**src/rtl/sfr_pkg.sv**
```systemverilog
package sfr_pkg;
    localparam int OFF_W    = 7;
    localparam int DW       = 8;
    localparam int EA_W     = OFF_W + 1;
    localparam int NARROW_W = 5;
    localparam int PAD_W    = DW - NARROW_W;

    localparam logic [OFF_W-1:0] OFF_INDIR  = 7'h00;
    localparam logic [OFF_W-1:0] OFF_TMR    = 7'h01;
    localparam logic [OFF_W-1:0] OFF_PCL    = 7'h02;
    localparam logic [OFF_W-1:0] OFF_STAT   = 7'h03;
    localparam logic [OFF_W-1:0] OFF_PTR    = 7'h04;
    localparam logic [OFF_W-1:0] OFF_PA     = 7'h05;
    localparam logic [OFF_W-1:0] OFF_PB     = 7'h06;
    localparam logic [OFF_W-1:0] OFF_GAP    = 7'h07;
    localparam logic [OFF_W-1:0] OFF_EDAT   = 7'h08;
    localparam logic [OFF_W-1:0] OFF_EADR   = 7'h09;
    localparam logic [OFF_W-1:0] OFF_PCH    = 7'h0A;
    localparam logic [OFF_W-1:0] OFF_INTC   = 7'h0B;
    localparam logic [OFF_W-1:0] OFF_RAM_LO = 7'h0C;

    // status bit positions that other logic depends on
    localparam int ST_RP0 = 5;
    localparam int ST_TO  = 4;
    localparam int ST_PD  = 3;

    typedef enum logic [4:0] {
        SEL_ZERO, SEL_NULL, SEL_RAM,
        SEL_TMR, SEL_PCL, SEL_STAT, SEL_PTR, SEL_PA, SEL_PB,
        SEL_EDAT, SEL_EADR, SEL_PCH, SEL_INTC,
        SEL_OPT, SEL_TRA, SEL_TRB, SEL_ECON
    } sel_e;

    typedef struct packed {
        logic [DW-1:0]       pcl;
        logic [DW-1:0]       stat;
        logic [DW-1:0]       ptr;
        logic [NARROW_W-1:0] pch;
        logic [DW-1:0]       intc;
        logic [DW-1:0]       tmr;
        logic [NARROW_W-1:0] pa;
        logic [DW-1:0]       pb;
        logic [DW-1:0]       edat;
        logic [DW-1:0]       eadr;
        logic [DW-1:0]       opt;
        logic [NARROW_W-1:0] tra;
        logic [DW-1:0]       trb;
        logic [NARROW_W-1:0] econ;
    } regs_t;
endpackage

```
**src/rtl/sfr_decode.sv**
```systemverilog
module sfr_decode
    import sfr_pkg::*;
(
    input  logic [OFF_W-1:0] acc_off,
    input  logic             rp0,
    input  logic [EA_W-1:0]  ptr,
    output logic [EA_W-1:0]  ea,
    output sel_e             sel
);
    logic             indirect;
    logic             hi;
    logic [OFF_W-1:0] off;

    always_comb begin
        indirect = (acc_off == OFF_INDIR);
        ea       = indirect ? ptr : {rp0, acc_off};
        off      = ea[OFF_W-1:0];
        hi       = ea[EA_W-1];
        case (off)
            OFF_INDIR: sel = SEL_NULL;
            OFF_TMR:   sel = hi ? SEL_OPT : SEL_TMR;
            OFF_PCL:   sel = SEL_PCL;
            OFF_STAT:  sel = SEL_STAT;
            OFF_PTR:   sel = SEL_PTR;
            OFF_PA:    sel = hi ? SEL_TRA : SEL_PA;
            OFF_PB:    sel = hi ? SEL_TRB : SEL_PB;
            OFF_GAP:   sel = SEL_ZERO;
            OFF_EDAT:  sel = hi ? SEL_ECON : SEL_EDAT;
            OFF_EADR:  sel = hi ? SEL_ZERO : SEL_EADR;
            OFF_PCH:   sel = SEL_PCH;
            OFF_INTC:  sel = SEL_INTC;
            default:   sel = (off >= OFF_RAM_LO) ? SEL_RAM : SEL_ZERO;
        endcase
    end
endmodule

```
**src/rtl/sfr_regs.sv**
```systemverilog
module sfr_regs
    import sfr_pkg::*;
(
    input  logic                clk,
    input  logic                rst_por,
    input  logic                rst_warm,
    input  sel_e                sel,
    input  logic                we,
    input  logic [DW-1:0]       wdata,
    output logic [DW-1:0]       rdata,
    output logic                rp0,
    output logic [EA_W-1:0]     ptr,
    output logic [NARROW_W-1:0] pc_hi
);
    localparam logic [DW-1:0]       ONES_W  = '1;
    localparam logic [NARROW_W-1:0] ONES_N  = '1;
    localparam logic [DW-1:0]       STAT_POR = (DW'(1) << ST_TO) | (DW'(1) << ST_PD);

    regs_t q_d, q_q;

    always_comb begin
        q_d = q_q;
        if (rst_por) begin
            q_d      = '0;
            q_d.stat = STAT_POR;
            q_d.opt  = ONES_W;
            q_d.tra  = ONES_N;
            q_d.trb  = ONES_W;
        end else if (rst_warm) begin
            q_d.stat[DW-1:ST_RP0] = '0;
            q_d.opt               = ONES_W;
            q_d.tra               = ONES_N;
            q_d.trb               = ONES_W;
            q_d.intc[DW-1:1]      = '0;
            q_d.pcl               = '0;
            q_d.pch               = '0;
        end else if (we) begin
            case (sel)
                SEL_TMR:  q_d.tmr  = wdata;
                SEL_PCL:  q_d.pcl  = wdata;
                SEL_STAT: q_d.stat = wdata;
                SEL_PTR:  q_d.ptr  = wdata;
                SEL_PA:   q_d.pa   = wdata[NARROW_W-1:0];
                SEL_PB:   q_d.pb   = wdata;
                SEL_EDAT: q_d.edat = wdata;
                SEL_EADR: q_d.eadr = wdata;
                SEL_PCH:  q_d.pch  = wdata[NARROW_W-1:0];
                SEL_INTC: q_d.intc = wdata;
                SEL_OPT:  q_d.opt  = wdata;
                SEL_TRA:  q_d.tra  = wdata[NARROW_W-1:0];
                SEL_TRB:  q_d.trb  = wdata;
                SEL_ECON: q_d.econ = wdata[NARROW_W-1:0];
                default:  ;
            endcase
        end
    end

    always_ff @(posedge clk) begin
        q_q <= q_d;
    end

    always_comb begin
        case (sel)
            SEL_TMR:  rdata = q_q.tmr;
            SEL_PCL:  rdata = q_q.pcl;
            SEL_STAT: rdata = q_q.stat;
            SEL_PTR:  rdata = q_q.ptr;
            SEL_PA:   rdata = {{PAD_W{1'b0}}, q_q.pa};
            SEL_PB:   rdata = q_q.pb;
            SEL_EDAT: rdata = q_q.edat;
            SEL_EADR: rdata = q_q.eadr;
            SEL_PCH:  rdata = {{PAD_W{1'b0}}, q_q.pch};
            SEL_INTC: rdata = q_q.intc;
            SEL_OPT:  rdata = q_q.opt;
            SEL_TRA:  rdata = {{PAD_W{1'b0}}, q_q.tra};
            SEL_TRB:  rdata = q_q.trb;
            SEL_ECON: rdata = {{PAD_W{1'b0}}, q_q.econ};
            default:  rdata = '0;
        endcase
    end

    assign rp0   = q_q.stat[ST_RP0];
    assign ptr   = q_q.ptr;
    assign pc_hi = q_q.pch;

    // power-on reset wins and loads its values
    p_por_defaults_r7: assert property (@(posedge clk) disable iff (1'b0)
        rst_por |=> (q_q.stat == STAT_POR && q_q.opt == ONES_W &&
                     q_q.trb == ONES_W && q_q.ptr == '0));

    // warm reset preserves the timeout and power-down flags
    p_warm_flags_r8: assert property (@(posedge clk) disable iff (rst_por)
        rst_warm |=> (q_q.stat[ST_TO:ST_PD] == $past(q_q.stat[ST_TO:ST_PD]) &&
                      q_q.ptr == $past(q_q.ptr)));

    // warm reset turns all port pins into inputs
    p_warm_tris_r8: assert property (@(posedge clk) disable iff (rst_por)
        rst_warm |=> (q_q.tra == ONES_N && q_q.trb == ONES_W));

    // writes to gap, null indirection or missing register leave state alone
    p_ignored_write_r5: assert property (@(posedge clk) disable iff (rst_por || rst_warm)
        (we && (sel == SEL_ZERO || sel == SEL_NULL || sel == SEL_RAM)) |=> $stable(q_q));
endmodule

```
**src/rtl/sfr_file.sv**
```systemverilog
module sfr_file
    import sfr_pkg::*;
(
    input  logic                clk,
    input  logic                rst_por,
    input  logic                rst_warm,
    input  logic [OFF_W-1:0]    acc_off,
    input  logic                acc_we,
    input  logic [DW-1:0]       acc_wdata,
    output logic [DW-1:0]       acc_rdata,
    output logic                mem_sel,
    output logic [EA_W-1:0]     mem_addr,
    output logic                mem_we,
    input  logic [DW-1:0]       mem_rdata,
    output logic [EA_W-1:0]     ptr_out,
    output logic [NARROW_W-1:0] pc_hi
);
    sel_e            sel;
    logic            rp0;
    logic [EA_W-1:0] ptr;
    logic [EA_W-1:0] ea;
    logic [DW-1:0]   reg_rdata;
    logic            reg_we;

    sfr_decode i_decode (
        .acc_off (acc_off),
        .rp0     (rp0),
        .ptr     (ptr),
        .ea      (ea),
        .sel     (sel)
    );

    always_comb begin
        mem_sel   = (sel == SEL_RAM);
        mem_addr  = ea;
        mem_we    = acc_we && mem_sel;
        reg_we    = acc_we && !mem_sel;
        acc_rdata = mem_sel ? mem_rdata : reg_rdata;
        ptr_out   = ptr;
    end

    sfr_regs i_regs (
        .clk      (clk),
        .rst_por  (rst_por),
        .rst_warm (rst_warm),
        .sel      (sel),
        .we       (reg_we),
        .wdata    (acc_wdata),
        .rdata    (reg_rdata),
        .rp0      (rp0),
        .ptr      (ptr),
        .pc_hi    (pc_hi)
    );

    // the gap offset always reads zero
    p_gap_zero_r5: assert property (@(posedge clk) disable iff (rst_por)
        (acc_off == OFF_GAP) |-> (acc_rdata == '0 && !mem_we));

    // self-pointing indirection reads zero and never strobes memory
    p_null_zero_r4: assert property (@(posedge clk) disable iff (rst_por)
        (acc_off == OFF_INDIR && ptr_out[OFF_W-1:0] == '0) |-> (acc_rdata == '0 && !mem_we));
endmodule

```
**config.mk**
```make
export PLATFORM = sky130hd
export DESIGN_NAME = sfr_file
export DESIGN_NICKNAME = d
export VERILOG_FILES = /design/src/rtl/sfr_pkg.sv /design/src/rtl/sfr_decode.sv /design/src/rtl/sfr_regs.sv /design/src/rtl/sfr_file.sv
export SDC_FILE = /design/constraint.sdc
export NUM_CORES = 1
export LEC_CHECK = 0
export BUFFER_PORTS_ARGS = -buffer_cell sky130_fd_sc_hd__buf_2
export CORE_MARGIN = 8
export CORE_UTILIZATION = 55
export CTS_BUF_LIST = sky130_fd_sc_hd__clkbuf_4
export CTS_CLUSTER_DIAMETER = 200
export DETAILED_ROUTE_END_ITERATION = 7
export PLACE_DENSITY = 0.78
export SYNTH_ARGS = -nofsm -noshare
export SYNTH_HDL_FRONTEND = slang
export SYNTH_HIERARCHICAL = 1
export SYNTH_SLANG_ARGS = --single-unit
```
**constraint.sdc**
```tcl
create_clock -name clk -period 3.7 [get_ports clk]
set_input_delay 0.185 -clock clk [delete_from_list [all_inputs] [get_ports clk]]
set_output_delay 0.185 -clock clk [all_outputs]
set_load 0.02 [all_outputs]
```
* After elaboration in Yosys (flattened, before gate mapping)
Index checks and enable logic that the tools add are counted.
** Storage, ports and cells
- Register bits after elaboration :: 100
- Input bits :: 27
- Logic and storage cells :: 76
** Operators by class
- Magnitude comparators :: 1
- Eq/ne operators :: 26
- Muxes and demuxes :: 10
- Bitwise logic cells :: 1
- Reductions and logical operators :: 22
** Operator list (number)
- one-hot mux 8 bit (14 select lines) :: 1
- one-hot mux 5 bit (12 select lines) :: 1
- == test 5 x 4 -> 1 bit (second input constant) :: 8
- == test 7 x 3 -> 1 bit (second input constant) :: 4
- == test 7 x 4 -> 1 bit (second input constant) :: 4
- AND reduction 3 bit :: 9
- == test 5 x 3 -> 1 bit (second input constant) :: 4
- two-way mux 8 bit :: 2
- == test 7 x 2 -> 1 bit (second input constant) :: 2
- zero test 7 bit :: 2
- AND reduction 2 bit :: 7
- two-way mux 4 bit :: 3
- == test 5 x 2 -> 1 bit (second input constant) :: 2
- == test 7 x 1 -> 1 bit (second input constant) :: 1
- greater-or-equal comparator 7 x 4 -> 1 bit (second input constant) :: 1
- == test 5 bit (second input constant) :: 1
- two-way mux 5 bit :: 1
- two-way mux 3 bit :: 1
- logical AND 1 bit :: 2
- two-way mux 2 bit :: 1
- OR reduction 2 bit :: 1
- zero test 1 bit :: 1
- inverter 1 bit :: 1

* Longest topological paths before layout
Gate-level depths: netlist of the first run.
- Word-level depth :: 9
- Gate-level depth with buffers :: 15
- Mapped depth without buffers :: 12

* Cells and area by module
The synthesis of the first run kept the hierarchy.
** By module, submodules not included
- sfr_regs :: times used 1, cells each 531, area an instance 4849.7 um2
- sfr_decode :: times used 1, cells each 78, area an instance 495.5 um2
- sfr_file :: times used 1, cells each 13, area an instance 136.4 um2

* Least setup slack after synthesis of the first run
Ideal clock, no wire load.
- Kind :: input to register
- From :: in acc_off[3]
- To :: reg i_regs/q_q[87] in the netlist's numbering
- Library setup time :: 120 ps
- Data arrival time :: 3303 ps
- Setup slack :: 277 ps
- Stages on the path :: 13
- Cell sequence :: buf_6 -> or4_4 -> or4_4 -> a211oi_2 -> a221oi_1 -> a21oi_1 -> nor4_2 -> buf_6 -> and2b_2 -> nor2b_1 -> buf_4 -> nand3_4 -> a211o_1
** On the way
- Elaborated cells on any way between the ends :: 27
- Those cells by class :: order compare: 1; eq/ne: 13; mux: 8; reduce/logical: 5
** RTL lines
- start, declared :: line sfr_file.sv:7 : input logic [OFF_W-1:0] acc_off,
- zero test 7 bit :: line sfr_decode.sv:15 : indirect = (acc_off == OFF_INDIR);
- two-way mux 8 bit * :: line sfr_decode.sv:16 : ea = indirect ? ptr : {rp0, acc_off};
- == test 7 x 4 -> 1 bit, or another cell as far along :: line sfr_decode.sv:19 : case (off)
- one-hot mux 5 bit (12 select lines) * :: line sfr_decode.sv:19
- via sel[0] :: line sfr_file.sv:18 : sel_e sel;
- == test 5 x 2 -> 1 bit * :: line sfr_file.sv:34 : mem_sel = (sel == SEL_RAM);
- via mem_sel :: line sfr_file.sv:11 : output logic mem_sel,
- zero test 1 bit * :: line sfr_file.sv:37 : reg_we = acc_we && !mem_sel;
- logical AND 1 bit * :: line sfr_file.sv:37
- via reg_we :: line sfr_file.sv:23 : logic reg_we;
- AND reduction 3 bit (no line) *
- end signal, assigned :: line sfr_regs.sv:59 : q_q <= q_d;
- end, declared :: line sfr_regs.sv:19 : regs_t q_d, q_q;
Mark *: on every way through the listed nets, which the timed path passes. The rest lies on a longest branch.
A chain may end at the register's enable or synchronous reset.

* Worst setup path after layout of the first run
- From :: reg i_regs.q_q, in the netlist i_regs/ptr[3]
- To :: out acc_rdata[4]
** On the way
- Elaborated cells on any way between the ends :: 33
- Those cells by class :: order compare: 1; eq/ne: 26; mux: 5; reduce/logical: 1
** RTL lines
- two-way mux 8 bit * :: line sfr_decode.sv:16
- == test 7 x 4 -> 1 bit, or another cell as far along :: line sfr_decode.sv:19
- one-hot mux 5 bit (12 select lines) * :: line sfr_decode.sv:19
- via sel[2] :: line sfr_file.sv:18
- == test 5 bit, or another cell as far along :: line sfr_regs.sv:63 : case (sel)
- one-hot mux 8 bit (14 select lines) * :: line sfr_regs.sv:63
- via reg_rdata[4] :: line sfr_file.sv:22 : logic [DW-1:0] reg_rdata;
- two-way mux 8 bit * :: line sfr_file.sv:38 : acc_rdata = mem_sel ? mem_rdata : reg_rdata;
- end, declared :: line sfr_file.sv:10 : output logic [DW-1:0] acc_rdata,
Marks and branches as above.

==> metrics.md, run 1 <==
| Metric | Value |
|---|---|
| Status | complete, no violations |
| Min-delay worst type | in -> reg |
| Synth top area share | 0.3652 |
| Worst-Margin Slew | 1.132 ns |
| Worst hold endpoint | i_regs/q_q[11]$_SDFFE_PP1P_ |
| R2R depth | 11 |
| Starting Density | 0.5634 |
| Syn_area_per_cell | between 8 and 9 um2 |
| Hold path start | acc_wdata[6] |
| Util after Layout | 0.6601 |
| Core area | 9729 um2 |
| FF-to-FF End | i_regs/q_q[54]$_SDFFE_PP0P_ |
| Pwr Total | just under 2 mW |
| Width of the chip | 115.8 um |
| Total wire length | 17.53 mm |
| Remaining antenna violation count | 0 |
| RR Startpoint | i_regs/ptr[4]$_SDFFE_PP0P_ |
| Critical path, cell by cell | nor2b_1 > a311o_2 > nor2_1 > nand3_1 > a31oi_4 > buf_6 > nor2b_1 > a22o_1 > a222oi_1 > nand3_1 > mux2_2 > buf_2 |
| Setup crit end kind | output pin |
| RePlAce Congestion | 0.9554 |
| Flops & latches, synth | 100 |
| Top cells by area, synth | dfxtp_1, mux2i_1, nor2_1, nand2_1, nand3_1 |
| DR pass1 iterations | 8 |
| Hold_buf cts | 0 |
| Buf/Inv on CP | 2 |
| DP Wirelength | 11.88 mm |
| DRC | 0 |
| Maximum number of pins on one net before global-route repair | between 50 and 60 |
| Htree depth | 3 |
| Syn Nets | 649 |
| Mapped cell area | 5482 um2 |
| Total CTS buffers | 9 |
| Die Y | 115.8 um |
| EDFF count, synth | 0 |
| CTS tree | done |
| Main synth FF type | dfxtp_1 |
| Peak Freq | 275.4 MHz |
| Vias in the first global route | just over 5000 |
| Layout cells sized above 1 | 0.2962 |
| Antenna Cells | 0 |
| CP Launch Type | register |
| Nets@finish | 715 |
| Min cycle time layout | 3.631 ns |
| Largest area contributor in the netlist | dfxtp_1 |
| Max Cap Viol | 0 |
| Die ar. | 13420 um2 |
| Antenna violations before repair | 0 |
| Via count | 5202 |
| Setup violations, final | 0 |
| Clock transition at the registers of the reported paths | 0.15 ns |
| Clock sinks | 100 |
| Asr flop ratio synth | 0 |
| IO Pins | 58 |
| Slew Limit Fails | 0 |
| Worst EP required | 3.51 ns |
| Distinct cells, synth | 74 |
| Final worst path period share | 0.9813 |
| 1st-iter DRT viols | about 730 |
| Latest clock arrival within the worst-skew pair | roughly 0.45 ns |
| GRT Total Usage | 0.2575 |
| Rel. slew slack | 0.2455 |
| Layout Skew | 0.01458 ns |
| Root Driver | clkbuf_4 |
| Synth warn | 6 |
| Power Density | about 300 nW/um2 |
| Clock buffer depth | 2 |
| Vias per cell | 6.305 |
| Worst Path Arrival | about 3.5 ns |
| Grt ovf | 0 |
| Final Hold Viols | 0 |
| First-pass GRT wire length | between 20 and 30 mm |
| Crit path kind | reg -> out |
| Top Family by Delay on Critical Path | compound AO/OA/AOI/OAI gates |
| Drt wl/cell | 21.25 um |
| Sequential-to-total area share from yosys stat | 0.3652 |
| CP peak stage delay | approximately 0.4 ns |
| Most frequent cells in the layout | dfxtp_1, nor2_1, mux2i_1 |
| Max FO, Critical Path | 15 |
| Post-Syn Instances | between 600 and 700 |
| VDD IR-drop max | 0.2259 mV |
| Reg2reg setup slack | 0.12 ns |
| Input/output buffers | 57 |
| LEAKAGE | 2.758 nW |
| Commonest non-fill, non-tap cell in the layout | dfxtp_1 |
| Area grow syn2layout | 17.17% |
| Rows | 36 |
| Worst path slowest cell | dfxtp_4 |
| WHS Path Cells | 3 |
how the worst max path moves through the flow:
stage,startpoint,end,slack (ns),cells after the start
6_report,i_regs/ptr[3]$_SDFFE_PP0P_,acc_rdata[4],0.07,12
5_1_grt,i_regs/ptr[7]$_SDFFE_PP0P_,acc_rdata[0],-0.03,14
4_1_cts,i_regs/ptr[3]$_SDFFE_PP0P_,acc_rdata[1],0.003,13
3_5_place_dp,acc_off[2],i_regs/q_q[54]$_SDFFE_PP0P_,-0.13,14
3_3_place_gp,acc_off[3],acc_rdata[1],-0.14,15
2_1_floorplan,acc_off[3],i_regs/q_q[87]$_SDFFE_PP1P_,0.28,13
worst reg2reg max path, delay by kind of cell (launching register included):
family | cells | cell delay, ns
muxes | 1 | 0.24
DFF | 1 | 0.40
and+or+nand+nor | 6 | 2.13
AOI/OAI and AO/OA | 3 | 0.53
buffers and inverters | 1 | 0.16
metrics by stage:
step | cell area (um2) | setup WS (ns) | hold WS [ns] | TNS, ns | instances
finish | 6422 | 0.06934 | 0.09428 | 0 | 825
global route | 6422 | -0.03233 | 0.07196 | -0.2715 | 825
CTS | 6145 | 0.002827 | 0.06182 | 0 | 810
detailed placement | 5898 | -0.1349 | 0.4493 | -2.717 | 793
global placement | 5898 | -0.1447 | 0.4409 | -1.337 | 793
floorplan | 5482 | 0.2768 | 0.3184 | 0 | 622
routing by layer:
| layer | global-route usage | wire length, um | vias to the layer above |
|---|---|---|---|
| li1 | - | - | 2380 |
| met1 | 0.3273 | 7030 | 2457 |
| met2 | 0.4170 | 8126 | 309 |
| met3 | 0.06149 | 1769 | 56 |
| met4 | 0.08902 | 603 | 0 |
| met5 | 0 | 0 | - |
synth_stat cells, drive strengths merged, types with 2 or more instances:
cell     instances
and2             2
inv             11
or2              2
clkbuf          22
o2bb2ai          3
and3b            2
nor3             6
a32oi            9
nor4             7
nor3b            4
a31oi            4
a211o            2
a22oi            5
nand2b           3
a22o            10
o211ai           7
a221oi           5
nand4            6
and3             6
mux2i           72
nor2            84
buf             39
nor4b            2
a41oi            6
or4              2
nand3           47
a21oi           24
nand3b           4
o21ai           18
nand2           57
and2b            2
dfxtp          100
mux2            16
a311oi           2
nor2b            6
a21o             3
flip-flops by register name, summed over array words and instances, names as in the netlist:
signal / cells
i_regs/q_q: 86
i_regs/pc_hi: 5
i_regs/ptr: 8
i_regs/rp0: 1
cells by family (layout without fill, tap and decap cells):
logic type             count (synthesis)  count (layout)  synth area share
AO/OA/AOI/OAI                        112             112            0.1470
flip-flops                           100             100            0.3652
multiplexers                          89              89            0.1685
AND/OR/NAND/NOR                      249             249            0.2429
buffers and inverters                 72             142           0.07647
layout make-up:
| type | instances | area, um2 |
|---|---|---|
| Fill cell | 800 | 3307 |
| Multi-Input combinational cell | 450 | 3219 |
| Sequential cell | 100 | 2018 |
| Timing Repair Buffer | 116 | 815.8 |
| Tap cell | 133 | 166.4 |
| Clock inverter | 5 | 86.33 |
| Clock buffer | 10 | 75.07 |
| Inverter | 11 | 41.29 |
where the power goes:
| group | switching [mW] | internal, mW | total [mW] |
|---|---|---|---|
| combinational | 0.136 | 0.0714 | 0.207 |
| sequential | 0.000185 | 1.07 | 1.07 |
| clock | 0.375 | 0.283 | 0.658 |
repair_timing:
| item | 4_1_cts | 5_1_grt |
|---|---|---|
| cloned | 1 | 1 |
| pin swaps | 1 | 2 |
| resized for setup | 13 | 31 |
| setup buffers | 1 | 14 |
| endpoints found under the hold margin | 0 | 0 |
| endpoints found under the setup margin | 8 | 43 |
(Power assumes the default switching activity.)
==> run 2: changes to the inputs <==
- clock period: 3.7 -> 3.8 ns (I/O delays scaled with it)
==> metrics.md, run 2 (synthesis results as in run 1) <==
| Metric | Value |
|---|---|
| Worst Path Arrival | 3.47 ns |
| Total wire length | 17.05 mm |
| VDD IR-drop max | 0.2358 mV |
| LEAKAGE | between 2 and 3 nW |
| Setup crit end kind | output pin |
| Layout cells sized above 1 | 0.2616 |
| CP Launch Type | register |
| Metal-1 WL | around 7 mm |
| Most frequent cells in the layout | dfxtp_1, nor2_1, mux2i_1 |
| Drt wl/cell | 21.26 um |
| Core area | 9729 um2 |
| Root Driver | clkbuf_4 |
| Clock transition at the registers of the reported paths | about 0.17 ns |
| Max Cap Viol | 0 |
| Placed instance area | ~6000 um2 |
| First-pass GRT wire length | ~27 mm |
| Via count | ~5000 |
| Fin Setup TNS | 0 ns |
| Routed wl met3 | 1.735 mm |
| Rel. slew slack | 0.6379 |
| Crit path kind | reg -> out |
| Grt ovf | 0 |
| CP peak stage delay | around 0.40 ns |
| Width of the chip | 115.8 um |
| Max layer used | met4 |
| DRC | 0 |
| Vias per cell | 6.367 |
| Die Y | 115.8 um |
| Input/output buffers | between 50 and 60 |
| Peak Freq | 273.0 MHz |
| DR pass1 iterations | 6 |
| Antenna Cells | 0 |
| Antenna violations before repair | 0 |
| Rows | 36 |
| RePlAce Congestion | between 1 and 1.5 |
| Latest clock arrival within the worst-skew pair | 0.48 ns |
| Layout Skew | 0.02569 ns |
| CTS tree | done |
| Worst EP required | 3.61 ns |
| Fin area | 6116 um2 |
| Clock buffer depth | 2 |
| IO Pins | 58 |
| GRT Total Usage | 0.2571 |
| Area grow syn2layout | 11.57% |
| Util after Layout | 0.6286 |
| Maximum number of pins on one net before global-route repair | 40 |
| Total CTS buffers | 9 |
| Remaining antenna violation count | 0 |
| Htree depth | 3 |
| Min cycle time layout | 3.663 ns |
| Slew Limit Fails | 0 |
| Final Hold Viols | 0 |
| Status | complete, no violations |
| Min-delay worst type | in -> reg |
| Max FO, Critical Path | 28 |
| Register name with the most flops | i_regs/q_q |
| Commonest non-fill, non-tap cell in the layout | dfxtp_1 |
| Clock sinks | 100 |
| Routed wl met2 | 7.751 mm |
| Worst path slowest cell | dfxtp_2 |
| Critical path, cell by cell | nor2b_2 > a311o_2 > nor4_4 > nand2_1 > nand4_1 > buf_12 > and4bb_2 > a221oi_1 > o2111ai_1 > mux2_2 > buf_2 |
| Worst-Margin Slew | 0.5419 ns |
| Power Density | 288.3 nW/um2 |
| Starting Density | 0.5634 |
| Final worst path period share | 0.9638 |
| Die ar. | ~13000 um2 |
| Worst hold margin | 0.06097 ns |
| DP Wirelength | 12.06 mm |
| 1st-iter DRT viols | approximately 750 |
| Setup violations, final | 0 |
| Nets@finish | ~690 |
| Largest register FFs | 86 |
| Vias in the first global route | 4799 |
-- run 2: report_power, final --
group	internal (mW)	switching [mW]	leakage, nW	total [mW]
clock	0.149	0.376	0.0691	0.526
combinational	0.0618	0.127	1.70	0.188
sequential	1.05	0.000217	0.809	1.05
-- run 2: path summary, 6_finish.rpt --
check	start	end	slack [ns]	depth (start not counted)
worst max register to register	i_regs/ptr[1]$_SDFFE_PP0P_	i_regs/q_q[54]$_SDFFE_PP0P_	0.54	14
worst max-delay path	i_regs/ptr[3]$_SDFFE_PP0P_	acc_rdata[2]	0.14	11
worst min register to register	i_regs/q_q[36]$_SDFFE_PP0P_	i_regs/q_q[36]$_SDFFE_PP0P_	0.47	2
worst min-delay path	acc_wdata[5]	i_regs/q_q[39]$_SDFFE_PP0P_	0.06	3
-- run 2: routing by layer --
layer  track usage  vias up
met5             0        -
li1              -     2326
met1        0.3346     2387
met3       0.06566       69
met4        0.1175        0
met2        0.3908      324
-- run 2: what timing repair did --
item,4_1_cts,5_1_grt
setup buffers,0,1
pin swaps,0,2
endpoints found under the hold margin,0,0
resized for setup,4,20
endpoints found under the setup margin,5,8
hold buffers,0,0
-- run 2: worst max-delay path: cells and delay by family, from the launching register on --
| kind | cells | cell delay, ns |
|---|---|---|
| buffers and inverters | 2 | 0.39 |
| and+or+nand+nor | 5 | 0.99 |
| DFF | 1 | 0.40 |
| muxes | 1 | 0.28 |
| AOI/OAI and AO/OA | 3 | 0.94 |
-- run 2: area by class of cell --
type	instances	area, um2
Inverter	11	41.29
Clock inverter	6	46.29
Tap cell	133	166.4
Fill cell	871	3613
Sequential cell	100	2012
Clock buffer	10	75.07
Timing Repair Buffer	92	601.8
Multi-Input combinational cell	450	3173
-- run 2: through the flow --
stage	instances	power, mW	worst slack [ns]
6_report	802	1.763	0.1374
2_1_floorplan	622	1.182	0.3718
4_1_cts	801	1.763	0.03634
3_5_place_dp	785	1.251	0.1997
3_3_place_gp	785	1.248	0.2322
5_1_grt	802	1.825	-0.0007299
